### src/rtl/mdq_pkg.sv
package mdq_pkg;

  typedef enum logic [1:0] {
    ST_FREE = 2'd0,
    ST_WAIT = 2'd1,
    ST_ISS  = 2'd2,
    ST_DONE = 2'd3
  } slot_st_e;

endpackage

### src/rtl/mdq_overlap.sv
module mdq_overlap #(
  parameter int ADDR_W = 16,
  parameter int SIZE_W = 8
) (
  input  logic [ADDR_W-1:0] a_base,
  input  logic [SIZE_W-1:0] a_size,
  input  logic              a_wr,
  input  logic [ADDR_W-1:0] b_base,
  input  logic [SIZE_W-1:0] b_size,
  input  logic              b_wr,
  output logic              conflict
);
  localparam int EW = ADDR_W + 1;

  logic [EW-1:0] a_lo, a_hi, b_lo, b_hi;
  logic          span;

  always_comb begin
    a_lo = EW'(a_base);
    b_lo = EW'(b_base);
    a_hi = a_lo + EW'(a_size);
    b_hi = b_lo + EW'(b_size);
    span = (a_lo < b_hi) && (b_lo < a_hi);
    conflict = (a_wr || b_wr) && (a_size != '0) && (b_size != '0) && span;
  end

endmodule

### src/rtl/mdq_hazard.sv
module mdq_hazard #(
  parameter int DEPTH  = 8,
  parameter int ADDR_W = 16,
  parameter int SIZE_W = 8,
  parameter int PTR_W  = 3
) (
  input  logic [ADDR_W-1:0] base_a [DEPTH],
  input  logic [SIZE_W-1:0] size_a [DEPTH],
  input  logic              wr_a   [DEPTH],
  input  logic [DEPTH-1:0]  live,
  input  logic [PTR_W-1:0]  head_idx,
  input  logic [PTR_W-1:0]  cand_idx,
  input  logic [PTR_W-1:0]  cand_off,
  output logic              blocked
);
  logic [DEPTH-1:0] hit;
  logic [ADDR_W-1:0] c_base;
  logic [SIZE_W-1:0] c_size;
  logic              c_wr;

  assign c_base = base_a[cand_idx];
  assign c_size = size_a[cand_idx];
  assign c_wr   = wr_a[cand_idx];

  for (genvar g = 0; g < DEPTH; g++) begin : g_slot
    localparam logic [PTR_W-1:0] SLOT = PTR_W'(g);
    logic [PTR_W-1:0] age;
    logic             older;
    logic             ovl;

    assign age   = SLOT - head_idx;
    assign older = age < cand_off;

    mdq_overlap #(.ADDR_W(ADDR_W), .SIZE_W(SIZE_W)) u_ovl (
      .a_base  (base_a[g]),
      .a_size  (size_a[g]),
      .a_wr    (wr_a[g]),
      .b_base  (c_base),
      .b_size  (c_size),
      .b_wr    (c_wr),
      .conflict(ovl)
    );

    assign hit[g] = live[g] && older && ovl;
  end

  assign blocked = |hit;

endmodule

### src/rtl/mdq_store.sv
module mdq_store
  import mdq_pkg::*;
#(
  parameter int DEPTH  = 8,
  parameter int ADDR_W = 16,
  parameter int SIZE_W = 8,
  parameter int TAG_W  = 4,
  parameter int PTR_W  = 3
) (
  input  logic              clk,
  input  logic              rst,
  input  logic              wr_en,
  input  logic [PTR_W-1:0]  wr_idx,
  input  logic [ADDR_W-1:0] wr_base,
  input  logic [SIZE_W-1:0] wr_size,
  input  logic              wr_write,
  input  logic [TAG_W-1:0]  wr_tag,
  input  logic              iss_en,
  input  logic [PTR_W-1:0]  iss_idx,
  input  logic              cmp_en,
  input  logic [TAG_W-1:0]  cmp_tag,
  input  logic              free_en,
  input  logic [PTR_W-1:0]  free_idx,
  output logic [ADDR_W-1:0] base_a [DEPTH],
  output logic [SIZE_W-1:0] size_a [DEPTH],
  output logic              wr_a   [DEPTH],
  output logic [TAG_W-1:0]  tag_a  [DEPTH],
  output slot_st_e          st_a   [DEPTH]
);

  for (genvar g = 0; g < DEPTH; g++) begin : g_ent
    localparam logic [PTR_W-1:0] SLOT = PTR_W'(g);

    always_ff @(posedge clk) begin
      if (wr_en && wr_idx == SLOT) begin
        base_a[g] <= wr_base;
        size_a[g] <= wr_size;
        wr_a[g]   <= wr_write;
        tag_a[g]  <= wr_tag;
      end
    end

    always_ff @(posedge clk) begin
      if (rst) begin
        st_a[g] <= ST_FREE;
      end else if (wr_en && wr_idx == SLOT) begin
        st_a[g] <= ST_WAIT;
      end else if (iss_en && iss_idx == SLOT) begin
        st_a[g] <= ST_ISS;
      end else if (cmp_en && st_a[g] == ST_ISS && tag_a[g] == cmp_tag) begin
        st_a[g] <= ST_DONE;
      end else if (free_en && free_idx == SLOT) begin
        st_a[g] <= ST_FREE;
      end
    end

    // an entry only reaches the completed state from issued
    a_r8_done_from_issued: assert property (@(posedge clk) disable iff (rst)
      (st_a[g] == ST_DONE && $past(st_a[g]) != ST_DONE) |-> $past(st_a[g]) == ST_ISS);

    // an entry is only freed after it completed
    a_r9_free_from_done: assert property (@(posedge clk) disable iff (rst)
      (st_a[g] == ST_FREE && $past(st_a[g]) != ST_FREE) |-> $past(st_a[g]) == ST_DONE);
  end

endmodule

### src/rtl/mdq_top.sv
module mdq_top
  import mdq_pkg::*;
#(
  parameter int DEPTH  = 8,
  parameter int ADDR_W = 16,
  parameter int SIZE_W = 8,
  parameter int TAG_W  = 4
) (
  input  logic              clk,
  input  logic              rst,
  input  logic              enq_valid,
  input  logic [ADDR_W-1:0] enq_base,
  input  logic [SIZE_W-1:0] enq_size,
  input  logic              enq_write,
  input  logic [TAG_W-1:0]  enq_tag,
  output logic              dsp_valid,
  input  logic              dsp_ready,
  output logic [ADDR_W-1:0] dsp_base,
  output logic [SIZE_W-1:0] dsp_size,
  output logic              dsp_write,
  output logic [TAG_W-1:0]  dsp_tag,
  input  logic              cmp_valid,
  input  logic [TAG_W-1:0]  cmp_tag,
  output logic              full,
  output logic              empty
);
  localparam int PTR_W = (DEPTH > 1) ? $clog2(DEPTH) : 1;
  localparam int CNT_W = PTR_W + 1;
  localparam logic [CNT_W-1:0] CAP = CNT_W'(DEPTH);

  logic [CNT_W-1:0] wr_q, hd_q, ds_q;
  logic [CNT_W-1:0] wr_n, hd_n, ds_n;
  logic             full_q, empty_q;

  logic [PTR_W-1:0] wr_idx, hd_idx, ds_idx, cand_off;
  logic             cand_any, blocked;
  logic             enq_fire, dsp_fire, pop;

  logic [ADDR_W-1:0] base_a [DEPTH];
  logic [SIZE_W-1:0] size_a [DEPTH];
  logic              wr_a   [DEPTH];
  logic [TAG_W-1:0]  tag_a  [DEPTH];
  slot_st_e          st_a   [DEPTH];
  logic [DEPTH-1:0]  live;

  assign wr_idx   = wr_q[PTR_W-1:0];
  assign hd_idx   = hd_q[PTR_W-1:0];
  assign ds_idx   = ds_q[PTR_W-1:0];
  assign cand_any = (ds_q != wr_q);
  assign cand_off = PTR_W'(ds_q - hd_q);

  for (genvar g = 0; g < DEPTH; g++) begin : g_live
    assign live[g] = (st_a[g] == ST_WAIT) || (st_a[g] == ST_ISS);
  end

  assign enq_fire = enq_valid && !full_q;
  assign dsp_valid = cand_any && !blocked;
  assign dsp_fire = dsp_valid && dsp_ready;
  assign pop      = !empty_q && (st_a[hd_idx] == ST_DONE);

  assign dsp_base  = base_a[ds_idx];
  assign dsp_size  = size_a[ds_idx];
  assign dsp_write = wr_a[ds_idx];
  assign dsp_tag   = tag_a[ds_idx];

  assign full  = full_q;
  assign empty = empty_q;

  mdq_store #(
    .DEPTH(DEPTH), .ADDR_W(ADDR_W), .SIZE_W(SIZE_W), .TAG_W(TAG_W), .PTR_W(PTR_W)
  ) u_store (
    .clk     (clk),
    .rst     (rst),
    .wr_en   (enq_fire),
    .wr_idx  (wr_idx),
    .wr_base (enq_base),
    .wr_size (enq_size),
    .wr_write(enq_write),
    .wr_tag  (enq_tag),
    .iss_en  (dsp_fire),
    .iss_idx (ds_idx),
    .cmp_en  (cmp_valid),
    .cmp_tag (cmp_tag),
    .free_en (pop),
    .free_idx(hd_idx),
    .base_a  (base_a),
    .size_a  (size_a),
    .wr_a    (wr_a),
    .tag_a   (tag_a),
    .st_a    (st_a)
  );

  mdq_hazard #(
    .DEPTH(DEPTH), .ADDR_W(ADDR_W), .SIZE_W(SIZE_W), .PTR_W(PTR_W)
  ) u_hazard (
    .base_a  (base_a),
    .size_a  (size_a),
    .wr_a    (wr_a),
    .live    (live),
    .head_idx(hd_idx),
    .cand_idx(ds_idx),
    .cand_off(cand_off),
    .blocked (blocked)
  );

  always_comb begin
    wr_n = wr_q + CNT_W'(enq_fire);
    hd_n = hd_q + CNT_W'(pop);
    ds_n = ds_q + CNT_W'(dsp_fire);
  end

  always_ff @(posedge clk) begin
    if (rst) begin
      wr_q    <= '0;
      hd_q    <= '0;
      ds_q    <= '0;
      full_q  <= 1'b0;
      empty_q <= 1'b1;
    end else begin
      wr_q    <= wr_n;
      hd_q    <= hd_n;
      ds_q    <= ds_n;
      full_q  <= (wr_n - hd_n) == CAP;
      empty_q <= (wr_n == hd_n);
    end
  end

  // occupancy never exceeds the capacity
  a_r10_occupancy: assert property (@(posedge clk) disable iff (rst)
    (wr_q - hd_q) <= CAP);

  // a full queue takes no new entry
  a_r10_full_hold: assert property (@(posedge clk) disable iff (rst)
    full_q |=> wr_q == $past(wr_q));

  // the dispatch pointer stays between head and tail
  a_r7_cand_window: assert property (@(posedge clk) disable iff (rst)
    (ds_q - hd_q) <= (wr_q - hd_q));

  // only a waiting entry is dispatched
  a_r2_dispatch_waiting: assert property (@(posedge clk) disable iff (rst)
    dsp_fire |-> st_a[ds_idx] == ST_WAIT);

  // the empty flag agrees with the pointers
  a_r9_empty_flag: assert property (@(posedge clk) disable iff (rst)
    empty_q == (wr_q == hd_q));

endmodule

### config.mk
export PLATFORM = sky130hd
export DESIGN_NAME = mdq_top
export DESIGN_NICKNAME = d
export VERILOG_FILES = /design/src/rtl/mdq_pkg.sv /design/src/rtl/mdq_overlap.sv /design/src/rtl/mdq_hazard.sv /design/src/rtl/mdq_store.sv /design/src/rtl/mdq_top.sv
export SDC_FILE = /design/constraint.sdc
export NUM_CORES = 1
export LEC_CHECK = 0
export BUFFER_PORTS_ARGS = -buffer_cell sky130_fd_sc_hd__buf_4
export CAP_MARGIN = 10
export CORE_UTILIZATION = 40
export CTS_CLUSTER_DIAMETER = 150
export DETAILED_ROUTE_END_ITERATION = 10
export GPL_TIMING_DRIVEN = 0
export PLACE_DENSITY = 0.65
export SYNTH_ARGS = -nofsm -noshare
export SYNTH_HDL_FRONTEND = slang
export SYNTH_SLANG_ARGS = --single-unit
### constraint.sdc
create_clock -name clk -period 6.75 [get_ports clk]
set_clock_uncertainty 0.1 [all_clocks]
set_input_delay 0.675 -clock clk [delete_from_list [all_inputs] [get_ports clk]]
set_output_delay 0.675 -clock clk [all_outputs]
set_load 0.02 [all_outputs]
==> metrics.md <==
| Metric | Value |
|---|---|
| Status | finished, violations left |
| Failing checks | negative setup slack |
| Die width | 230 µm |
| Fin nets | 2406 |
| Worst setup EP type | primary output |
| Total GRT Usage | 0.274 |
| Hold_sp | enq_base[1] |
| Setup violations, final | 1 |
| Vias | 16800 |
| Mapped Nets | 2226 |
| First DRT Iteration DRCs | 1732 |
| Clock buffer count from CTS | 31 |
| TritonCTS clock tree | done |
| Tightest Pin Transition | 1.29 ns |
| Clock Tree Buf Depth | 3 |
| Fillers | 4518 |
| P per Cell Area | 338 nW/µm² |
| Share of layout cells above drive strength 1 | 0.193 |
| Site Rows | 83 |
| Hold Path Sink | u_store.base_a[1] |
| Total congestion overflow | 0 |
| Pre-CTS setup slack | -2.53 ns |
| # clock sinks | 262 |
| Reg-to-reg slack, setup | 0.22 ns |
| Post-synthesis to final-layout area growth | 19.7% |
| Final Critical Period | 6.98 ns |
| R2R Path Start | ds_q[0] |
| Crit Reg-Reg Endpoint | ds_q[1] |
| Max IR drop VDD | 0.271 mV |
| CTS H-tree depth | 1 |
| Synthesis warning total | 0 |
| Initial Util | 0.406 |
| Post-synth EDFFs | 232 |
| Mapped Area | 20800 µm² |
| Finished Cell Area | 24900 µm² |
| Arr. time, crit path | 6.20 ns |
| Core Util, Final | 0.486 |
| WP data required | 5.97 ns |
| Avg Cell Area, Syn | 11.3 µm² |
| Largest net degree at the start of global routing | 26 |
| Reg clk slew, reported paths | 0.06 ns |
| Netlist cell types | 91 |
| Max Clk Rate | 0.143 GHz |
| Post-route ant nets | 0 |
| Worst skew pair latency | 0.62 ns |
| Startpoint types | flop |
| Total power draw | 8410 µW |
| Core box area | 51300 µm² |
| Post-Route WL | 73.0 mm |
| RePlAce Congestion | 1.00 |
| Crit path kind | reg -> out |
| Die Footprint | 52900 µm² |
| Vias per cell | 6.15 |
| Worst hold slack | 0.200 ns |
| Seq/Total Area, Yosys | 0.364 |
| Clk root buf | clkbuf_16 |
| Drt pass-1 iters | 5 |
| Leak | 0.00972 µW |
| Max_slew headroom | 0.135 |
| Synth async-reset ratio | 0 |
| Min-Delay Path Class | in -> reg |
| Final hold violations | 0 |
| DRC | 0 |
| # hold bufs at CTS | 0 |
| HPWL after detailed placement | 56.2 mm |
| Max-cap check violation count | 0 |
| Vias in the first global route | 16800 |
| Synth Register Bits | 262 |
| I/O pins | 70 |
| First-pass GRT wire length | 107 mm |
| Synth Instances | 1844 |
| Hold Path Cell Cnt | 1 |
| Period utilization | 1.03 |
| Crit-path max FO | 7 |
| Die Y | 230 µm |
| Fin. max-slew vios | 0 |
| Final WS setup | -0.229 ns |
| Setup repair after global routing missed its margin | yes |
| Initial antenna violation count | 2 |
| Port Buffers | 63 |
| Main synth FF type | edfxtp_1 |
| R2R depth | 26 |
| Wirelength per Cell | 26.7 µm |
| Placed cell area | 22400 µm² |
[area by class of cell]
| class | count | area (µm²) | share of cell area |
|---|---|---|---|
| flip-flops and latches | 262 | 7570 | 0.304 |
| multi-input cells | 1452 | 13400 | 0.536 |
| well taps | 680 | 851 | 0.0342 |
| repair buffers | 149 | 1280 | 0.0515 |
| inverters | 94 | 355 | 0.0143 |
| diodes | 2 | 5.00 | 0.000201 |
| clock inverters | 22 | 283 | 0.0114 |
| clock buffers | 36 | 795 | 0.0319 |
| plain buffers | 34 | 405 | 0.0163 |
[sequential cells by signal, summed over array words and instances (netlist names)]
signal / cells
u_store.base_a: 128
wr_q: 4
hd_q: 4
full: 1
u_store.st_a: 16
u_store.tag_a: 32
u_store.size_a: 64
u_store.wr_a: 8
ds_q: 4
empty: 1
[routing by layer]
metal	share of wire	global-route usage	wire length [µm]	vias up
li1	-	-	-	7561
met1	0.41	0.359	30000	8337
met2	0.46	0.442	33600	752
met3	0.084	0.0492	6110	155
met4	0.045	0.119	3320	2
met5	0.00016	0	12	-
[cells by family after synthesis]
family | share of synthesized area
muxes | 0.0812
xor gates and xnor gates | 0.0683
adders and majority gates | 0.211
AOI/OAI and AO/OA | 0.153
DFF | 0.364
buffers and inverters | 0.0260
and+or+nand+nor | 0.0964
[power by group]
part	leakage, µW	internal, µW	switching [µW]
clock network	0.000520	1050	749
logic	0.00685	2090	2650
registers	0.00235	1820	58.4
total	0.00972	4950	3460
[synthesized netlist by cell type, types with 13 or more instances]
cell / n / area share
nor2_1: 85 / 0.015
nand2b_1: 14 / 0.0042
a21oi_1: 131 / 0.032
a21o_1: 66 / 0.024
edfxtp_1: 232 / 0.33
mux2_2: 23 / 0.012
nor2b_1: 26 / 0.0078
mux4_2: 46 / 0.050
nand2_1: 88 / 0.016
xnor2_1: 91 / 0.038
o21ai_0: 61 / 0.015
ha_1: 334 / 0.20
nand4_1: 34 / 0.010
inv_1: 92 / 0.017
nand3_1: 60 / 0.014
nor4_1: 27 / 0.0081
dfxtp_1: 30 / 0.029
o211ai_1: 14 / 0.0051
o21a_1: 14 / 0.0051
nor3_1: 23 / 0.0055
a2111oi_0: 13 / 0.0055
xor2_1: 68 / 0.029
o21bai_1: 24 / 0.0087
a211oi_1: 19 / 0.0069
clkbuf_1: 20 / 0.0036
[per-stage QoR]
step / setup TNS, ns / instances
finish: -0.229 / 2731
global route: -0.401 / 2729
CTS: -0.00766 / 2715
detailed placement: -49.52 / 2602
global placement: -46.88 / 2587
floorplan: 0 / 1844
[timing repair]
action	4_1_cts	5_1_grt
setup buffers	56	14
resized for setup	164	18
pin swaps	32	20
setup endpoints to repair	21	1
[layout by cell type (no fill, tap or decap), types with 12 or more instances in the layout]
cell | synthesis | layout
o21bai_1 | 24 | 24
nor4_1 | 27 | 26
o21ai_0 | 61 | 51
a211oi_1 | 19 | 17
dfxtp_1 | 30 | 28
o211ai_1 | 14 | 14
nand4_1 | 34 | 34
clkbuf_16 | 0 | 33
mux4_2 | 46 | 47
nand3_1 | 60 | 57
xnor2_1 | 91 | 84
a21oi_1 | 131 | 127
edfxtp_1 | 232 | 232
o21a_1 | 14 | 13
xor2_1 | 68 | 64
nand2b_1 | 14 | 14
mux2_2 | 23 | 13
ha_4 | 0 | 12
buf_4 | 2 | 131
o2111ai_1 | 12 | 12
nor2b_1 | 26 | 26
ha_1 | 334 | 320
nor2_1 | 85 | 76
nor3_1 | 23 | 17
inv_1 | 92 | 91
nand2_1 | 88 | 85
clkbuf_1 | 20 | 17
a21o_1 | 66 | 66
[worst max path at each step]
| stage | start | to | slack [ns] | cells past startpoint |
|---|---|---|---|---|
| 2_1_floorplan | ds_q[1] | dsp_valid | 0.007 | 20 |
| 3_3_place_gp | ds_q[2] | dsp_valid | -2.44 | 23 |
| 3_5_place_dp | ds_q[2] | ds_q[1] | -2.53 | 25 |
| 4_1_cts | ds_q[0] | dsp_valid | -0.008 | 23 |
| 5_1_grt | ds_q[0] | dsp_valid | -0.40 | 23 |
| 6_report | ds_q[0] | dsp_valid | -0.23 | 22 |
[critical path, cell delays in order, from the launching register on]
cell       delay, ns
dfxtp_4         0.41
buf_12          0.15
buf_16          0.14
buf_16          0.13
buf_16          0.14
mux4_2          0.49
mux2_4          0.34
fa_2            0.42
nand3_2         0.09
nand2_4         0.08
a221oi_4        0.36
xnor2_4         0.21
buf_6           0.15
ha_4            0.19
a2111o_1        0.46
a311o_1         0.43
o2111ai_1       0.13
o21ai_1         0.12
a211o_1         0.30
a311oi_2        0.33
a221o_2         0.28
nor3_2          0.07
buf_4           0.16
Power figures use the tool's default switching activity.
